[src/rtl/acc_flag_pkg.sv]
package acc_flag_pkg;

    localparam int DATA_W  = 32;
    localparam int GUARD_W = 4;
    localparam int ACC_W   = DATA_W + GUARD_W;
    localparam int CC_W    = 4;

    typedef enum logic [1:0] {
        OP_ADD    = 2'd0,
        OP_SUB    = 2'd1,
        OP_LOGIC  = 2'd2,
        OP_BITMAN = 2'd3
    } op_kind_e;

    typedef enum logic [CC_W-1:0] {
        CC_ALWAYS = 4'd0,
        CC_MI     = 4'd1,
        CC_PL     = 4'd2,
        CC_EQ     = 4'd3,
        CC_NE     = 4'd4,
        CC_GT     = 4'd5,
        CC_LE     = 4'd6,
        CC_OV36   = 4'd7,
        CC_NOV36  = 4'd8,
        CC_OV32   = 4'd9,
        CC_NOV32  = 4'd10
    } cc_e;

    typedef struct packed {
        logic minus;
        logic zero;
        logic ovf_wide;
        logic ovf_narrow;
    } flags_t;

    localparam flags_t FLAGS_CLEAR = '{minus: 1'b0, zero: 1'b0, ovf_wide: 1'b0, ovf_narrow: 1'b0};

    // Signed overflow from operand and result sign bits.
    function automatic logic sign_overflow(op_kind_e k, logic sa, logic sb, logic sr);
        logic ovf;
        case (k)
            OP_ADD:  ovf = (sa == sb) && (sr != sa);
            OP_SUB:  ovf = (sa != sb) && (sr != sa);
            default: ovf = 1'b0;
        endcase
        return ovf;
    endfunction

endpackage

[src/rtl/acc_flag_calc.sv]
module acc_flag_calc
    import acc_flag_pkg::*;
#(
    parameter int DW = DATA_W,
    parameter int GW = GUARD_W,
    localparam int AW = DW + GW
) (
    input  op_kind_e        op,
    input  logic            a_sign,
    input  logic            b_sign,
    input  logic [AW-1:0]   res,
    output flags_t          nxt
);

    logic [GW-1:0] guard_diff;

    // One comparator per guard bit against the data sign bit.
    for (genvar g = 0; g < GW; g++) begin : g_guard
        assign guard_diff[g] = res[DW+g] ^ res[DW-1];
    end

    always_comb begin
        nxt            = FLAGS_CLEAR;
        nxt.minus      = res[AW-1];
        nxt.zero       = ~|res;
        nxt.ovf_wide   = sign_overflow(op, a_sign, b_sign, res[AW-1]);
        nxt.ovf_narrow = |guard_diff;
    end

    // A zero result has matching guard and sign bits
    always_comb begin
        assert_zero_no_ovf32_R4: assert (!(nxt.zero && nxt.ovf_narrow));
    end

endmodule

[src/rtl/acc_flag_reg.sv]
module acc_flag_reg
    import acc_flag_pkg::*;
(
    input  logic   clk,
    input  logic   rst,
    input  logic   load,
    input  flags_t d,
    output flags_t q
);

    always_ff @(posedge clk) begin
        if (rst)       q <= FLAGS_CLEAR;
        else if (load) q <= d;
    end

    assert_hold_R6: assert property (@(posedge clk) disable iff (rst)
        !load |=> $stable(q));

    assert_reset_R7: assert property (@(posedge clk)
        rst |=> (q == FLAGS_CLEAR));

endmodule

[src/rtl/acc_cond_eval.sv]
module acc_cond_eval
    import acc_flag_pkg::*;
(
    input  flags_t          fl,
    input  logic [CC_W-1:0] sel,
    output logic            hit
);

    always_comb begin
        case (cc_e'(sel))
            CC_ALWAYS: hit = 1'b1;
            CC_MI:     hit = fl.minus;
            CC_PL:     hit = ~fl.minus;
            CC_EQ:     hit = fl.zero;
            CC_NE:     hit = ~fl.zero;
            CC_GT:     hit = ~fl.minus & ~fl.zero;
            CC_LE:     hit = fl.minus | fl.zero;
            CC_OV36:   hit = fl.ovf_wide;
            CC_NOV36:  hit = ~fl.ovf_wide;
            CC_OV32:   hit = fl.ovf_narrow;
            CC_NOV32:  hit = ~fl.ovf_narrow;
            default:   hit = 1'b0;
        endcase
    end

    // Unused codes never pass
    always_comb begin
        if (sel > 4'd10) assert_unused_false_R9: assert (!hit);
    end

endmodule

[src/rtl/acc_status_flags.sv]
module acc_status_flags
    import acc_flag_pkg::*;
#(
    parameter int DW = DATA_W,
    parameter int GW = GUARD_W,
    localparam int AW = DW + GW
) (
    input  logic            clk,
    input  logic            rst,
    input  logic            flag_set,
    input  logic [1:0]      op,
    input  logic            opa_sign,
    input  logic            opb_sign,
    input  logic [AW-1:0]   result,
    input  logic [CC_W-1:0] cond_sel,
    output logic            flag_minus,
    output logic            flag_equal,
    output logic            flag_ovf36,
    output logic            flag_ovf32,
    output logic            cond_true
);

    flags_t next_flags;
    flags_t cur_flags;

    acc_flag_calc #(.DW(DW), .GW(GW)) u_calc (
        .op     (op_kind_e'(op)),
        .a_sign (opa_sign),
        .b_sign (opb_sign),
        .res    (result),
        .nxt    (next_flags)
    );

    acc_flag_reg u_reg (
        .clk  (clk),
        .rst  (rst),
        .load (flag_set),
        .d    (next_flags),
        .q    (cur_flags)
    );

    acc_cond_eval u_cond (
        .fl  (cur_flags),
        .sel (cond_sel),
        .hit (cond_true)
    );

    assign flag_minus = cur_flags.minus;
    assign flag_equal = cur_flags.zero;
    assign flag_ovf36 = cur_flags.ovf_wide;
    assign flag_ovf32 = cur_flags.ovf_narrow;

    assert_minus_R1: assert property (@(posedge clk) disable iff (rst)
        flag_set |=> (flag_minus == $past(result[AW-1])));

    assert_equal_R2: assert property (@(posedge clk) disable iff (rst)
        flag_set |=> (flag_equal == ($past(result) == '0)));

    assert_logic_no_ovf_R3: assert property (@(posedge clk) disable iff (rst)
        (flag_set && op[1]) |=> !flag_ovf36);

    assert_update_R5: assert property (@(posedge clk) disable iff (rst)
        (flag_set && result == '0) |=> (flag_equal && !flag_minus && !flag_ovf32));

endmodule

[config.mk]
export PLATFORM = sky130hd
export DESIGN_NAME = acc_status_flags
export DESIGN_NICKNAME = d
export VERILOG_FILES = /design/src/rtl/acc_flag_pkg.sv /design/src/rtl/acc_flag_calc.sv /design/src/rtl/acc_flag_reg.sv /design/src/rtl/acc_cond_eval.sv /design/src/rtl/acc_status_flags.sv
export SDC_FILE = /design/constraint.sdc
export NUM_CORES = 1
export LEC_CHECK = 0
export ABC_AREA = 1
export BUFFER_PORTS_ARGS = -buffer_cell sky130_fd_sc_hd__buf_2
export CELL_PAD_IN_SITES_DETAIL_PLACEMENT = 1
export CELL_PAD_IN_SITES_GLOBAL_PLACEMENT = 1
export CORE_MARGIN = 3
export CORE_UTILIZATION = 21
export CTS_CLUSTER_DIAMETER = 150
export DETAILED_ROUTE_END_ITERATION = 8
export PLACE_DENSITY = 0.92
export SLEW_MARGIN = 20
export SYNTH_ARGS = -nofsm -noshare
export SYNTH_HDL_FRONTEND = slang
export SYNTH_HIERARCHICAL = 1
export SYNTH_SLANG_ARGS = --single-unit
[constraint.sdc]
create_clock -name clk -period 2.3 [get_ports clk]
set_input_delay 0.23 -clock clk [delete_from_list [all_inputs] [get_ports clk]]
set_output_delay 0.23 -clock clk [all_outputs]
set_load 0.01 [all_outputs]
## Word-level counts from Yosys, hierarchy flattened

Index checks and enable logic that the tools add are counted.

| word-level totals | value |
|---|---|
| register bits | 4 |
| input port bits | 47 |
| output and inout bits | 5 |

| operators by class | value |
|---|---|
| eq/ne operators | 14 |
| mux-type cells | 2 |
| bitwise logic cells | 10 |
| reduce and logical (&&, ||, !) cells | 7 |

Operators with widths:

| kind | count |
|---|---|
| OR reduction 36 bit | 1 |
| equality test 4 x 3 -> 1 bit, second input constant | 4 |
| equality test 4 bit, second input constant | 3 |
| case mux 1 bit (11 select lines) | 1 |
| equality test 4 x 2 -> 1 bit, second input constant | 2 |
| equality test 4 x 1 -> 1 bit, second input constant | 1 |
| logical NOT 4 bit | 1 |
| NOT 1 bit | 4 |
| OR reduction 4 bit | 1 |
| XOR 1 bit | 4 |
| equality test 2 x 1 -> 1 bit, second input constant | 1 |
| logical AND 1 bit | 2 |
| logical NOT 2 bit | 1 |
| != test 1 bit | 2 |
| case mux 1 bit (2 select lines) | 1 |
| bitwise AND 1 bit | 1 |
| equality test 1 bit | 1 |
| logical NOT 1 bit | 1 |
| bitwise OR 1 bit | 1 |

## Longest topological paths before layout

Gate-level depths: netlist (run 1).

| logic depth | value |
|---|---|
| depth in word-level cells | 3 |
| depth in mapped cells | 9 |
| depth with buffers taken out | 9 |

## Modules after synthesis

The synthesis (run 1) kept the hierarchy.

By module, submodules not included:

| module | instances | cells each | area each (um^2) | sequential area each (um^2) |
|---|---|---|---|---|
| acc_flag_calc | 1 | 45 | 191.4 | 0.0 |
| acc_flag_reg | 1 | 26 | 172.7 | 80.1 |
| acc_cond_eval | 1 | 37 | 167.7 | 0.0 |

## Worst setup path after synthesis (run 1)

Ideal clock, no wire load.

| path | value |
|---|---|
| kind | reg2out |
| from | register u_reg/q[3] (netlist bit) |
| to | output port cond_true |
| arrival | 809 ps |
| data required time | 2,070 ps |
| path slack | 1,261 ps |
| cell stages (with the launch flop) | 7 |
| cells stage by stage | dfxtp_1 > nor2_1 > inv_1 > nand3_1 > nand2_1 > nor2_1 > nand3_1 |

| between the ends | value |
|---|---|
| longest elaborated chain between the ends | 3 |
| elaborated cells on any way between the ends | 4 |
| those cells by class | mux: 1; bitwise: 3 |

Ends and longest elaborated chain:

| what | RTL line | RTL |
|---|---|---|
| from (decl) | acc_flag_reg.sv:8 | `output flags_t q` |
| from (signal assigned) | acc_flag_reg.sv:12 | `if (rst) q <= FLAGS_CLEAR;` |
| from (signal assigned) | acc_flag_reg.sv:13 | `else if (load) q <= d;` |
| NOT 1 bit | acc_cond_eval.sv:13, acc_cond_eval.sv:16 |  |
| bitwise AND 1 bit | acc_cond_eval.sv:16 | `CC_GT: hit = ~fl.minus & ~fl.zero;` |
| case mux 1 bit (11 select lines) * | acc_cond_eval.sv:10 | `case (cc_e'(sel))` |
| to (decl) | acc_status_flags.sv:20 | `output logic cond_true` |

Every way passes the cells marked *; elsewhere a longest branch is shown, timed or not.

## Worst setup path in the final report (run 1)

Same ends and word-level chain as after synthesis.

==> results of run 1 <==
-- cell families (layout without fill, tap and decap cells) --
group	after synthesis	in the layout	share of synthesized area, %
xor+xnor	1	1	1.647
buf+inv	17	69	14.12
flops	4	4	15.06
compound gates	2	2	2.117
simple gates	84	84	67.06
-- final cells by class --
type / instances / area, um2
Fill cell: 339 / 1471
Multi-Input combinational cell: 87 / 376.6
Timing Repair Buffer: 51 / 255.2
Sequential cell: 4 / 80.08
Inverter: 15 / 56.30
Tap cell: 28 / 35.03
Clock buffer: 3 / 22.52
-- power breakdown --
group / switching [mW] / internal, mW
clock: 0.0247 / 0.0581
sequential: 0.00503 / 0.0744
combinational: 0.0523 / 0.0519
total: 0.0820 / 0.184
-- worst max-delay path, cell delays in order, from the launching register on --
cell,delay [ns]
dfxtp_1,0.34
nor2_1,0.16
inv_1,0.06
nand3_1,0.07
nand2_1,0.05
nor2_1,0.09
nand3_1,0.07
buf_2,0.14
-- final timing paths --
kind                              to  depth (start not counted)
max reg2reg  u_reg/q[2]$_SDFFE_PP0P_                          2
min          u_reg/q[3]$_SDFFE_PP0P_                          4
max                        cond_true                          7
min reg2reg  u_reg/q[0]$_SDFFE_PP0P_                          2
-- routing by layer --
| layer | track usage (%) | part of all wire (%) | routed length [um] |
|---|---|---|---|
| met5 | 0 | 0 | 0 |
| met4 | 7.797 | 1.8 | 34 |
| met3 | 3.218 | 12 | 214 |
| met2 | 24.21 | 48 | 893 |
| met1 | 11.49 | 38 | 702 |
-- layout by cell type (no fill, tap or decap) --
master,instances
nor2_2,6
buf_2,51
nand3b_1,1
a21oi_1,1
clkinv_1,1
and2_1,1
inv_2,3
o22ai_1,1
nand3_1,14
nor2_1,37
inv_1,11
or2_1,1
clkbuf_4,3
xnor2_1,1
dfxtp_1,4
nand2_1,24
-- per-stage QoR --
stage               worst slack, ns  std cells  util (%)  hold WS, ns  instance area [um2]
detailed placement            1.049        185     34.97       0.4966                803.3
global route                 0.7385        188     35.95       0.2549                825.8
CTS                          0.8536        188     35.95       0.2549                825.8
global placement              1.116        185     34.97       0.4943                803.3
floorplan                     1.261        108         -       0.3820                531.8
finish                       0.8705        188     35.95       0.2605                825.8
==> out/metrics.cfg, run 1 <==
[run_status]
status = finished, final reports clean

[die]
boundaryPins = 52
start_util_pct = 23.15
fp.dieH_um = 56.32
die_w_um = 56.32
core_area_um2 = 2297
row_count = 17
dieArea_um2 = 3172

[critical_path]
startpoint = u_reg/q[3]$_SDFFE_PP0P_
reg2reg_from = u_reg/q[2]$_SDFFE_PP0P_
cp.required_ns = 2.07
cp-end-kind = output pin
critical_path_class = reg2out
worstPathArrival_ns = 1.20
cp_max_fo = 5
r2r_slack_ns = 1.65
startpoint_type = register

[timing]
hold_viol = 0
worstMarginPinSlew_ns = 0.2570
fin_worst_skew_ns = 0
setup_viol = 0
fin_crit_ns = 1.430
max_slew_margin_pct = 82.80
rsz0062_at_grt = false
maxSlewViolCount = 0
finalCritPeriodShare_pct = 62.15
fmax_ghz = 0.6995
finalSetupTns_ns = 0

[power_and_ir_drop]
power.total_mw = 0.2664
leakagePower_nw = 0.4752
peakVddDrop_mv = 0.1112
power_density_nw_per_um2 = 322.6

[synth]
synthArstFlopShare_pct = 0
synth_top_cell_area_share_pct = 26.12
synth_edf_count = 0
ys.flop_type = dfxtp_1
yosysMostFrequentCell = nor2_1
synth_area_um2 = 531.8
synth_area_leaders = nor2_1, nand2_1, dfxtp_1
avgSynthCellArea_um2 = 4.924
synth_seq_cells = 4
synthTopCellsByCount = nor2_1, nand2_1, nand3_1
synth-warning-count = 6
yosysTopAreaCell = nor2_1
synth_nets = 155
ys_seq_area_share_pct = 15.06
ys_types = 16
synthCells = 108

[detailed_routing]
vias = 824
wl_per_cell_um = 9.814
via_per_inst = 4.383
first_iter_violations = 6
ant_nets = 0
finalWirelength_um = 1845
drt_pass1_iterations = 2
post-route-drc-count = 0

[placement]
gp_congestion = 0.9129
hpwlAfterDp_um = 1737
port_buffers = 51

[clock_tree]
post_cts_buffers = 0
htree_levels = 1
clkLatencyLatePin_ns = 0.23
clkSinkCount = 4
cts-root-buf = clkbuf_4
clk_pin_slew_ns = 0.03
cts_buffers = 3
hold_buffers = 0
max-clock-path-buffers = 2
cts_resized = 0
cts_tree = done

[global_routing]
grt_pass1_wl_um = 3201
grt_use_total_pct = 12.57
grt_max_degree = 9
first_global_vias = 887
antenna_found_initial = 0
grt_overflow = 0

[hold_path]
hp-class = in2reg
min_from = rst

[cells_and_area]
drive_gt1_share_pct = 39.38
antenna_cells = 0
top_register = u_reg/q
top_regs = u_reg/q x4
synthToLayoutAreaGrowth_pct = 55.29
largest_register_ff_count = 4
nNetsFinal = 209

[run]
cap_violations = 0

Power figures use the tool's default switching activity.
==> run 2, diff against run 1 <==
- CORE_UTILIZATION: 21 -> 20
- PLACE_DENSITY: 0.92 -> 0.88
- clock period: 2.3 -> 1.4 ns (I/O delays scaled with it)
==> run 2 against run 1 <==
Against the previous run: first-iteration DRC count increased by 100%; non-clock buffer count unchanged; die area increased by 4.5%; cell area increased by 1.5%; global-route usage decreased by 0.69 points; wire length decreased by 3.4%; sequential share of layout area increased by 0.15 points; register-to-register slack got worse by 0.87 ns; via count unchanged; clock skew unchanged; flip-flop and latch count unchanged.
==> out/metrics.cfg, run 2 (same netlist as run 1, synthesis figures left out) <==
[timing]
worstMarginPinSlew_ns = 0.2420  ; -0.01506 ns
fin_crit_ns = 1.239
max_slew_margin_pct = 83.81  ; +1.0 points
setup_viol = 0  ; unchanged
finalSetupTns_ns = 0  ; unchanged
maxSlewViolCount = 0  ; unchanged
fin_worst_skew_ns = 0  ; unchanged
fmax_ghz = 0.8070
fin_ws_ns = 0.1608  ; -0.7097 ns
hold_viol = 0  ; unchanged
finalCritPeriodShare_pct = 88.52
hold_slack_ns = 0.1694  ; -0.09107 ns
rsz0062_at_grt = false

[clock_tree]
cts_tree = done
htree_levels = 1  ; unchanged
clkLatencyLatePin_ns = 0.23  ; about the same
cts_buffers = 3  ; unchanged
max-clock-path-buffers = 2  ; unchanged
clkSinkCount = 4  ; unchanged
cts-root-buf = clkbuf_4
clk_pin_slew_ns = 0.04  ; about the same

[critical_path]
cp-end-kind = output pin
reg2reg_from = u_reg/q[2]$_SDFFE_PP0P_
crit_path_frequent_cell = nand3_1
worstPathCellList = nor2_4, inv_1, nand3_1, nand2_1, nor2_1, nand3_1, buf_2
startpoint_type = register
worstPathArrival_ns = 1.10  ; -0.10 ns
critPathMaxStageDelay_ns = 0.34  ; about the same
cp_max_fo = 5  ; unchanged
cp.required_ns = 1.26  ; -0.81 ns
r2r_slack_ns = 0.78  ; -0.87 ns
crit_family = simple AND/OR/NAND/NOR gates
startpoint = u_reg/q[2]$_SDFFE_PP0P_
critical_path_class = reg2out
slowest_stage = dfxtp_2
path_buf_inv = 2  ; unchanged

[die]
die_w_um = 57.57  ; +2.2%
boundaryPins = 52  ; unchanged
core_area_um2 = 2500  ; +8.8%
row_count = 18  ; +1
start_util_pct = 21.27  ; -1.9 points
dieArea_um2 = 3314  ; +4.5%
fp.dieH_um = 57.57  ; +2.2%

[power_and_ir_drop]
power.total_mw = 0.4431  ; +66%
peakVddDrop_mv = 0.2588  ; +130%
leakagePower_nw = 0.4781  ; +0.61%
power_density_nw_per_um2 = 528.5  ; +64%

[global_routing]
grt-busiest-layer = met2
grtUsageMet1_pct = 12.64  ; +1.1 points
grt_pass1_wl_um = 3125  ; -2.4%
grt_util_met2_pct = 21.29  ; -2.9 points
first_global_vias = 858  ; -3.3%
grt_max_degree = 9  ; unchanged
grt_use_met3_pct = 4.525  ; +1.3 points
antenna_found_initial = 0  ; unchanged
grt_use_total_pct = 11.88  ; -0.69 points
grt_overflow = 0  ; unchanged

[detailed_routing]
post-route-drc-count = 0  ; unchanged
wl_per_cell_um = 9.384  ; -4.4%
ant_nets = 0  ; unchanged
finalWirelength_um = 1783  ; -3.4%
drt_pass1_iterations = 4  ; +2
vias = 824  ; unchanged
via_per_inst = 4.337  ; -1.1%
first_iter_violations = 12  ; +6

[hold_path]
hp-class = in2reg
min_from = rst

[run]
cap_violations = 0  ; unchanged

[cells_and_area]
multi_input_area_um2 = 384.1  ; +2.0%
final_cell_mix = buf_2, nor2_1, nand2_1
synthToLayoutAreaGrowth_pct = 57.65
final_common_cell = buf_2
top_regs = u_reg/q x4
top_register = u_reg/q
antenna_cells = 0  ; unchanged
fill_cells = 377  ; +11%
drive_gt1_share_pct = 41.25  ; +1.9 points
seq_area_um2 = 82.58  ; +3.1%
largest_register_ff_count = 4  ; unchanged
nNetsFinal = 209  ; unchanged

[placement]
dp_slack_ns = 0.3461  ; -0.7034 ns
port_buffers = 51  ; unchanged
gp_congestion = 0.8127  ; -11%
hpwlAfterDp_um = 1646  ; -5.3%

[run_status]
status = finished, final reports clean

[run 2: final timing paths]
kind / end / cells past startpoint
setup / recovery: cond_true / 7
hold / removal: u_reg/q[3]$_SDFFE_PP0P_ / 4
setup reg to reg: u_reg/q[2]$_SDFFE_PP0P_ / 2
hold reg to reg: u_reg/q[1]$_SDFFE_PP0P_ / 2
[run 2: cell type report]
| type | count | share of cell area, % |
|---|---|---|
| inverters | 15 | 6.716 |
| multi-input cells | 87 | 45.82 |
| repair buffers | 51 | 30.45 |
| clock buffers | 3 | 2.687 |
| flip-flops and latches | 4 | 9.851 |
| well taps | 30 | 4.478 |
[run 2: stage by stage]
step / cell area, um2 / cells / util [%]
after floorplan: 531.8 / 108 / -
after global placement: 805.8 / 187 / 32.23
after detailed placement: 805.8 / 187 / 32.23
after CTS: 828.3 / 190 / 33.13
after global routing: 838.3 / 190 / 33.53
final: 838.3 / 190 / 33.53
[run 2: worst register-to-register path, cell delays in order (launching register included)]
cell and delay [ns]:
dfxtp_2 0.34, nor2_1 0.13, nor2_2 0.05
[run 2: what timing repair did]
action | 4_1_cts | 5_1_grt
gates resized for setup | 0 | 4
hold buffers | 0 | 0
endpoints found under the setup margin | 0 | 1
buffers inserted | 0 | 0
[run 2: power breakdown]
| group | total, mW | internal [mW] | leakage (nW) | switching, mW |
|---|---|---|---|---|
| combinational | 0.170 | 0.0865 | 0.430 | 0.0836 |
| clock | 0.140 | 0.0957 | 0.0138 | 0.0447 |
| sequential | 0.133 | 0.123 | 0.0339 | 0.00970 |
[run 2: layer usage]
| metal | share of wire [%] | vias to the layer above |
|---|---|---|
| li1 | - | 431 |
| met1 | 38 | 345 |
| met3 | 12 | 2 |
| met5 | 0 | - |
| met2 | 49 | 46 |
| met4 | 0.73 | 0 |
